`config.mk`:
```
export PLATFORM = sky130hd
export DESIGN_NAME = fmul_core
export DESIGN_NICKNAME = d
export VERILOG_FILES = /design/src/rtl/fmul_pkg.sv /design/src/rtl/fmul_unpack.sv /design/src/rtl/fmul_sigmul.sv /design/src/rtl/fmul_special.sv /design/src/rtl/fmul_core.sv
export SDC_FILE = /design/constraint.sdc
export NUM_CORES = 2
export LEC_CHECK = 0
export BUFFER_PORTS_ARGS = -buffer_cell sky130_fd_sc_hd__buf_2
export CAP_MARGIN = 40
export CELL_PAD_IN_SITES_DETAIL_PLACEMENT = 0
export CELL_PAD_IN_SITES_GLOBAL_PLACEMENT = 2
export CORE_UTILIZATION = 40
export DETAILED_ROUTE_END_ITERATION = 12
export PLACE_DENSITY_LB_ADDON = 0.2
export SLEW_MARGIN = 20
export SYNTH_ARGS = -nofsm -noshare
export SYNTH_HDL_FRONTEND = slang
export SYNTH_SLANG_ARGS = --single-unit
```
`constraint.sdc`:
```
create_clock -name clk -period 1.9 [get_ports clk]
set_input_delay 0.38 -clock clk [delete_from_list [all_inputs] [get_ports clk]]
set_output_delay 0.38 -clock clk [all_outputs]
set_load 0.03 [all_outputs]
```
`src/rtl/fmul_pkg.sv`:
```
package fmul_pkg;
  // Operand classes recognised by the unpack stage
  typedef enum logic [2:0] {
    CLS_ZERO,
    CLS_NORM,
    CLS_INF,
    CLS_QNAN,
    CLS_SNAN
  } op_class_e;

  function automatic logic is_nan(input op_class_e c);
    return (c == CLS_QNAN) || (c == CLS_SNAN);
  endfunction
endpackage

```
`src/rtl/fmul_unpack.sv`:
```
module fmul_unpack #(
  parameter int EXP_W  = 8,
  parameter int FRAC_W = 23
) (
  input  logic [EXP_W+FRAC_W:0] word,
  output logic                  sign,
  output logic [EXP_W-1:0]      exp_f,
  output logic [FRAC_W:0]       sig,
  output fmul_pkg::op_class_e   cls
);
  import fmul_pkg::*;

  logic [FRAC_W-1:0] frac;

  assign sign  = word[EXP_W+FRAC_W];
  assign exp_f = word[EXP_W+FRAC_W-1:FRAC_W];
  assign frac  = word[FRAC_W-1:0];
  assign sig   = {1'b1, frac};

  always_comb begin
    if (exp_f == '0)                cls = CLS_ZERO;
    else if (exp_f != '1)           cls = CLS_NORM;
    else if (frac == '0)            cls = CLS_INF;
    else if (frac[FRAC_W-1])        cls = CLS_QNAN;
    else                            cls = CLS_SNAN;
  end
endmodule

```
`src/rtl/fmul_sigmul.sv`:
```
module fmul_sigmul #(
  parameter int EXP_W  = 8,
  parameter int FRAC_W = 23
) (
  input  logic [FRAC_W:0]          sig_a,
  input  logic [FRAC_W:0]          sig_b,
  input  logic [EXP_W-1:0]         exp_a,
  input  logic [EXP_W-1:0]         exp_b,
  output logic signed [EXP_W+1:0]  exp_o,
  output logic [FRAC_W:0]          sig_o,
  output logic                     guard_o,
  output logic                     round_o,
  output logic                     sticky_o
);
  localparam int SW   = FRAC_W + 1;
  localparam int PW   = 2 * SW;
  localparam int XW   = EXP_W + 2;
  localparam int BIAS = (1 << (EXP_W - 1)) - 1;

  logic [PW-1:0] prod;
  logic [PW-1:0] aligned;
  logic          two_int;

  assign prod    = sig_a * sig_b;
  assign two_int = prod[PW-1];
  // Single left shift when the product is below 2
  assign aligned = two_int ? prod : {prod[PW-2:0], 1'b0};

  assign sig_o    = aligned[PW-1:SW];
  assign guard_o  = aligned[SW-1];
  assign round_o  = aligned[SW-2];
  assign sticky_o = |aligned[SW-3:0];

  assign exp_o = $signed({2'b00, exp_a}) + $signed({2'b00, exp_b})
               - $signed(XW'(BIAS)) + $signed({{(XW-1){1'b0}}, two_int});
endmodule

```
`src/rtl/fmul_special.sv`:
```
module fmul_special #(
  parameter int EXP_W  = 8,
  parameter int FRAC_W = 23
) (
  input  fmul_pkg::op_class_e      cls_a,
  input  fmul_pkg::op_class_e      cls_b,
  output logic                     special,
  output logic                     invalid,
  output logic                     snan,
  output logic                     qnan,
  output logic                     zero,
  output logic                     inf,
  output logic signed [EXP_W+1:0]  sp_exp,
  output logic [FRAC_W:0]          sp_sig
);
  import fmul_pkg::*;

  logic any_nan, zero_inf, any_zero, any_inf;

  assign any_nan  = is_nan(cls_a) || is_nan(cls_b);
  assign any_zero = (cls_a == CLS_ZERO) || (cls_b == CLS_ZERO);
  assign any_inf  = (cls_a == CLS_INF)  || (cls_b == CLS_INF);
  assign zero_inf = any_zero && any_inf;

  assign invalid = any_nan || zero_inf;
  assign snan    = (cls_a == CLS_SNAN) || (cls_b == CLS_SNAN);
  assign qnan    = invalid && !snan;
  assign inf     = !invalid && any_inf;
  assign zero    = !invalid && any_zero;
  assign special = invalid || inf || zero;

  always_comb begin
    sp_exp = $signed({2'b00, {EXP_W{1'b1}}});
    sp_sig = '0;
    if (invalid)   sp_sig = {2'b11, {(FRAC_W-1){1'b0}}};
    else if (inf)  sp_sig = {1'b1, {FRAC_W{1'b0}}};
    else if (zero) sp_exp = '0;
  end
endmodule

```
`src/rtl/fmul_core.sv`:
```
module fmul_core #(
  parameter int EXP_W  = 8,
  parameter int FRAC_W = 23
) (
  input  logic                     clk,
  input  logic                     rst_n,
  input  logic                     in_valid,
  output logic                     in_ready,
  input  logic [EXP_W+FRAC_W:0]    in_a,
  input  logic [EXP_W+FRAC_W:0]    in_b,
  output logic                     out_valid,
  input  logic                     out_ready,
  output logic                     out_sign,
  output logic signed [EXP_W+1:0]  out_exp,
  output logic [FRAC_W:0]          out_sig,
  output logic                     out_guard,
  output logic                     out_round,
  output logic                     out_sticky,
  output logic                     out_special,
  output logic                     out_invalid,
  output logic                     out_snan,
  output logic                     out_qnan,
  output logic                     out_zero,
  output logic                     out_inf
);
  import fmul_pkg::*;

  localparam int WW = EXP_W + FRAC_W + 1;
  localparam int SW = FRAC_W + 1;
  localparam int XW = EXP_W + 2;

  logic [1:0][WW-1:0]    op_word;
  logic [1:0]            op_sign;
  logic [1:0][EXP_W-1:0] op_exp;
  logic [1:0][SW-1:0]    op_sig;
  op_class_e             op_cls [2];

  assign op_word[0] = in_a;
  assign op_word[1] = in_b;

  for (genvar i = 0; i < 2; i++) begin : g_unp
    fmul_unpack #(.EXP_W(EXP_W), .FRAC_W(FRAC_W)) u_unp (
      .word  (op_word[i]),
      .sign  (op_sign[i]),
      .exp_f (op_exp[i]),
      .sig   (op_sig[i]),
      .cls   (op_cls[i])
    );
  end

  logic signed [XW-1:0] n_exp, s_exp;
  logic [SW-1:0]        n_sig, s_sig;
  logic                 n_g, n_r, n_s;
  logic                 s_spec, s_inv, s_snan, s_qnan, s_zero, s_inf;

  fmul_sigmul #(.EXP_W(EXP_W), .FRAC_W(FRAC_W)) u_mul (
    .sig_a    (op_sig[0]),
    .sig_b    (op_sig[1]),
    .exp_a    (op_exp[0]),
    .exp_b    (op_exp[1]),
    .exp_o    (n_exp),
    .sig_o    (n_sig),
    .guard_o  (n_g),
    .round_o  (n_r),
    .sticky_o (n_s)
  );

  fmul_special #(.EXP_W(EXP_W), .FRAC_W(FRAC_W)) u_spc (
    .cls_a   (op_cls[0]),
    .cls_b   (op_cls[1]),
    .special (s_spec),
    .invalid (s_inv),
    .snan    (s_snan),
    .qnan    (s_qnan),
    .zero    (s_zero),
    .inf     (s_inf),
    .sp_exp  (s_exp),
    .sp_sig  (s_sig)
  );

  logic take;
  assign in_ready = !out_valid || out_ready;
  assign take     = in_valid && in_ready;

  always_ff @(posedge clk or negedge rst_n) begin
    if (!rst_n) begin
      out_valid   <= 1'b0;
      out_sign    <= 1'b0;
      out_exp     <= '0;
      out_sig     <= '0;
      out_guard   <= 1'b0;
      out_round   <= 1'b0;
      out_sticky  <= 1'b0;
      out_special <= 1'b0;
      out_invalid <= 1'b0;
      out_snan    <= 1'b0;
      out_qnan    <= 1'b0;
      out_zero    <= 1'b0;
      out_inf     <= 1'b0;
    end else begin
      if (in_ready) out_valid <= in_valid;
      if (take) begin
        out_sign    <= op_sign[0] ^ op_sign[1];
        out_exp     <= s_spec ? s_exp : n_exp;
        out_sig     <= s_spec ? s_sig : n_sig;
        out_guard   <= !s_spec && n_g;
        out_round   <= !s_spec && n_r;
        out_sticky  <= !s_spec && n_s;
        out_special <= s_spec;
        out_invalid <= s_inv;
        out_snan    <= s_snan;
        out_qnan    <= s_qnan;
        out_zero    <= s_zero;
        out_inf     <= s_inf;
      end
    end
  end

  // a stalled result holds every field
  p_hold_r10: assert property (@(posedge clk) disable iff (!rst_n)
    (out_valid && !out_ready) |=> (out_valid && $stable({out_sign, out_exp, out_sig,
      out_guard, out_round, out_sticky, out_special, out_invalid, out_snan,
      out_qnan, out_zero, out_inf})));

  // an accepted pair is presented on the next cycle
  p_accept_r10: assert property (@(posedge clk) disable iff (!rst_n)
    (in_valid && in_ready) |=> out_valid);

  // a non-special result leaves with its leading one at the MSB
  p_norm_r4: assert property (@(posedge clk) disable iff (!rst_n)
    (out_valid && !out_special) |-> out_sig[SW-1]);

  // result classes are exclusive
  p_class_r9: assert property (@(posedge clk) disable iff (!rst_n)
    out_valid |-> $onehot0({out_zero, out_inf, out_invalid}));

  // every exception class marks the result special
  p_spec_r9: assert property (@(posedge clk) disable iff (!rst_n)
    (out_valid && (out_zero || out_inf || out_invalid)) |-> out_special);

  // the invalid cause is exactly one of the two NaN kinds
  p_cause_r6: assert property (@(posedge clk) disable iff (!rst_n)
    out_valid |-> ($countones({out_snan, out_qnan}) == (out_invalid ? 1 : 0)));

  // an invalid result is a quiet NaN with no rounding bits
  p_qnan_r5: assert property (@(posedge clk) disable iff (!rst_n)
    (out_valid && out_invalid) |-> (out_sig[SW-1:SW-2] == 2'b11 &&
      out_exp[EXP_W-1:0] == '1 && !out_guard && !out_round && !out_sticky));

  // nothing is presented straight out of reset
  p_reset_r11: assert property (@(posedge clk)
    !rst_n |-> !out_valid);
endmodule

```
==> summary.md <==
| Metric | Value |
|---|---|
| Mapped Area | 21600 um2 |
| Final HPWL DP | 59.8 mm |
| R2r endpoint | out_sig[18] |
| Via density | 4.95 |
| Crit path max-delay family | adder cells |
| Synth Register Bits | 45 |
| # hold bufs at CTS | 0 |
| Worst EP arrival | 7.26 ns |
| Failing checks | setup timing |
| Least-Margin Pin Slew | 0.639 ns |
| Largest net degree at the start of global routing | 48 |
| Synth-to-Final Area Change | 27.6% |
| Clk slew on worst S/H paths | around 0.06 ns |
| Post-route ant nets | 0 |
| Share of cells above drive strength 1 | 24.6% |
| RD Place Congestion | 0.913 |
| Clk sink count | 45 |
| Die area | 54900 um2 |
| WS Path Type | input pin to flop |
| Chip width | 234 um |
| Final Max Slew Viols | 0 |
| H-tree depth | 2 |
| Hold slack | 0.0431 ns |
| DR pass1 iterations | 5 |
| DR vias | 17800 |
| Ports | 114 |
| Slew headroom | 56.9% |
| FFs w/ async S/R, synth | 100% |
| Max reg flops | 24 |
| Status | finished with violations |
| Fin Setup TNS | -183.40 ns |
| Number of DRC markers in iteration 0 | approximately 1000 |
| Top FF cell, synth | dfrtp_1 |
| Crit Reg-Reg Startpoint | out_valid |
| # placed instances | 3551 |
| Mapped Cells | about 2500 |
| Setup crit end | out_exp[6] |
| Synth Net Count | 3223 |
| Biggest register | out_sig |
| Fin util | 52.0% |
| PnR worst setup slack | -5.14 ns |
| Worst hold path class | input pin to async pin |
| Initial antenna violation count | 0 |
| Antenna diodes | 0 |
| EDFF count, synth | 0 |
| Core Region | 53000 um2 |
| CTS tree | built |
| Commonest non-fill, non-tap cell in the layout | inv_1 |
| Count of cell types in the netlist | 66 |
| Most frequent cells in the layout | inv_1, fa_1, buf_4, nand2_1, and2_1 |
| Slowest CP cell | fa_1 |
| PortBufs | between 100 and 150 |
| First-pass GRT wire length | 111 mm |
| Top flop regs | out_sig: 24 flops, out_exp: 10 flops |
| Fin Clk Skew | 0.00437 ns |
| Num CTS Buffers | 5 |
| Final worst path period need | approximately 7.0 ns |
| Flop2flop setup slack | 0.23 ns |
| Residual DRC | 0 |
| Global Route Usage Sum | 26.5% |
| Max Clock Freq | 142 MHz |
| Post-layout nets | 3639 |
| CP Max Fanout | 3 |
| Initial Util | between 40% and 50% |
| WP depth | 30 |
| MaxCap Viol Count | 0 |
| Clock Tree Root | clkbuf_16 |
| Crit path launch | in_b[8] |
| CP endpoint kind | flop |
| Die H | 234 um |
| Post-detailed-routing wire length | between 60 and 70 mm |
| Vias in the first global route | between 15000 and 20000 |
| Clk Latency, worst-skew pair | 0.29 ns |
| Setup-failing EPs final | 41 |
| Sequential fraction of the synthesis area | 5.22% |
| Worst EP required | about 2.1 ns |
| RSZ-0062 raised after global routing | yes |
| Crit path launch type | input pin |
| Max incr delay on CP | 0.60 ns |
| Synthesis warning total | 0 |
| Placement Rows | between 80 and 90 |
| Clk buf depth | 2 |
| Routed length per placed instance | around 19 um |
| Total gr overflow | 0 |
| Final Hold Fails | 0 |
| Final period util | 371% |
| Post-route insts no fill | 3594 |
| Worst R2R Path Depth | 8 |
| Avg Cell Area, Syn | 8.67 um2 |
| CP Buf/Inv Count | 8 |
-- cells in the mapped netlist, drive strengths merged, types with 5 or more instances --
master | instances | share of area, %
inv | 580 | 10
fa | 483 | 45
nand2 | 356 | 6.2
and2 | 224 | 6.5
ha | 183 | 11
clkbuf | 108 | 1.9
nor2 | 89 | 1.5
a21oi | 71 | 1.7
dfrtp | 45 | 5.2
o21ai | 44 | 1.0
xnor2 | 30 | 1.2
a21o | 24 | 0.83
nor3 | 22 | 0.59
nand3 | 19 | 0.46
nand4 | 19 | 0.55
xor2 | 18 | 0.73
buf | 15 | 0.37
o211ai | 15 | 0.54
a221o | 12 | 0.56
nor4 | 12 | 0.35
nand2b | 10 | 0.29
a211oi | 9 | 0.38
a31oi | 9 | 0.26
mux2i | 9 | 0.42
and3 | 8 | 0.23
o21bai | 8 | 0.28
or4 | 7 | 0.24
o31ai | 6 | 0.23
o21a | 5 | 0.17
or2 | 5 | 0.14
-- cell type report --
type                       count  area, um2
clock buffer                   6        129
clock inverter                 2       38.8
fill                        5021      25400
inverter                     583       2210
multi-input combinational   1738      18800
sequential                    45       1130
tap                          688        861
timing repair buffer         532       4410
-- metal layers --
metal | global-route usage (%) | share of wire (%)
met5 | 0 | 0
met4 | 5.60 | 2.2
met3 | 2.70 | 4.9
met2 | 41.0 | 45
met1 | 39.9 | 48
-- timing repair --
| action | CTS | global route |
|---|---|---|
| endpoints found under the setup margin | 41 | 41 |
| gates cloned | 4 | 1 |
| pin swaps | 73 | 51 |
| buffers inserted | 28 | 12 |
| resized for setup | 195 | 97 |
-- worst min path at each step --
| stage | endpoint | from | cells after the start |
|---|---|---|---|
| after global placement | out_valid | rst_n | 1 |
| after CTS | out_sig[23] | rst_n | 1 |
| after detailed placement | out_exp[0] | rst_n | 1 |
| after floorplan | out_exp[0] | rst_n | 0 |
| after global routing | out_exp[0] | rst_n | 1 |
| final | out_inf | rst_n | 1 |
-- metrics by stage --
step                      instance area [um2]  worst slack, ns
after CTS                               27100            -5.13
final                                   27500            -5.14
after floorplan                         22100            -5.21
after global placement                  25800            -5.91
after detailed placement                25800            -5.88
after global routing                    27500            -5.35
-- cell families (layout without fill, tap and decap cells) --
logic type | after synthesis | count (layout) | synth area share [%]
AOI/OAI and AO/OA | 230 | 230 | 7.07
xor gates and xnor gates | 48 | 48 | 1.95
adders and majority gates | 666 | 666 | 55.4
buffers and inverters | 706 | 1123 | 12.4
DFF | 45 | 45 | 5.22
muxes | 9 | 9 | 0.417
and+or+nand+nor | 785 | 785 | 17.6
Power is left out: the tool's default activity adds up to more than one toggle a clock period on the data nets, which glitch-free logic cannot reach.
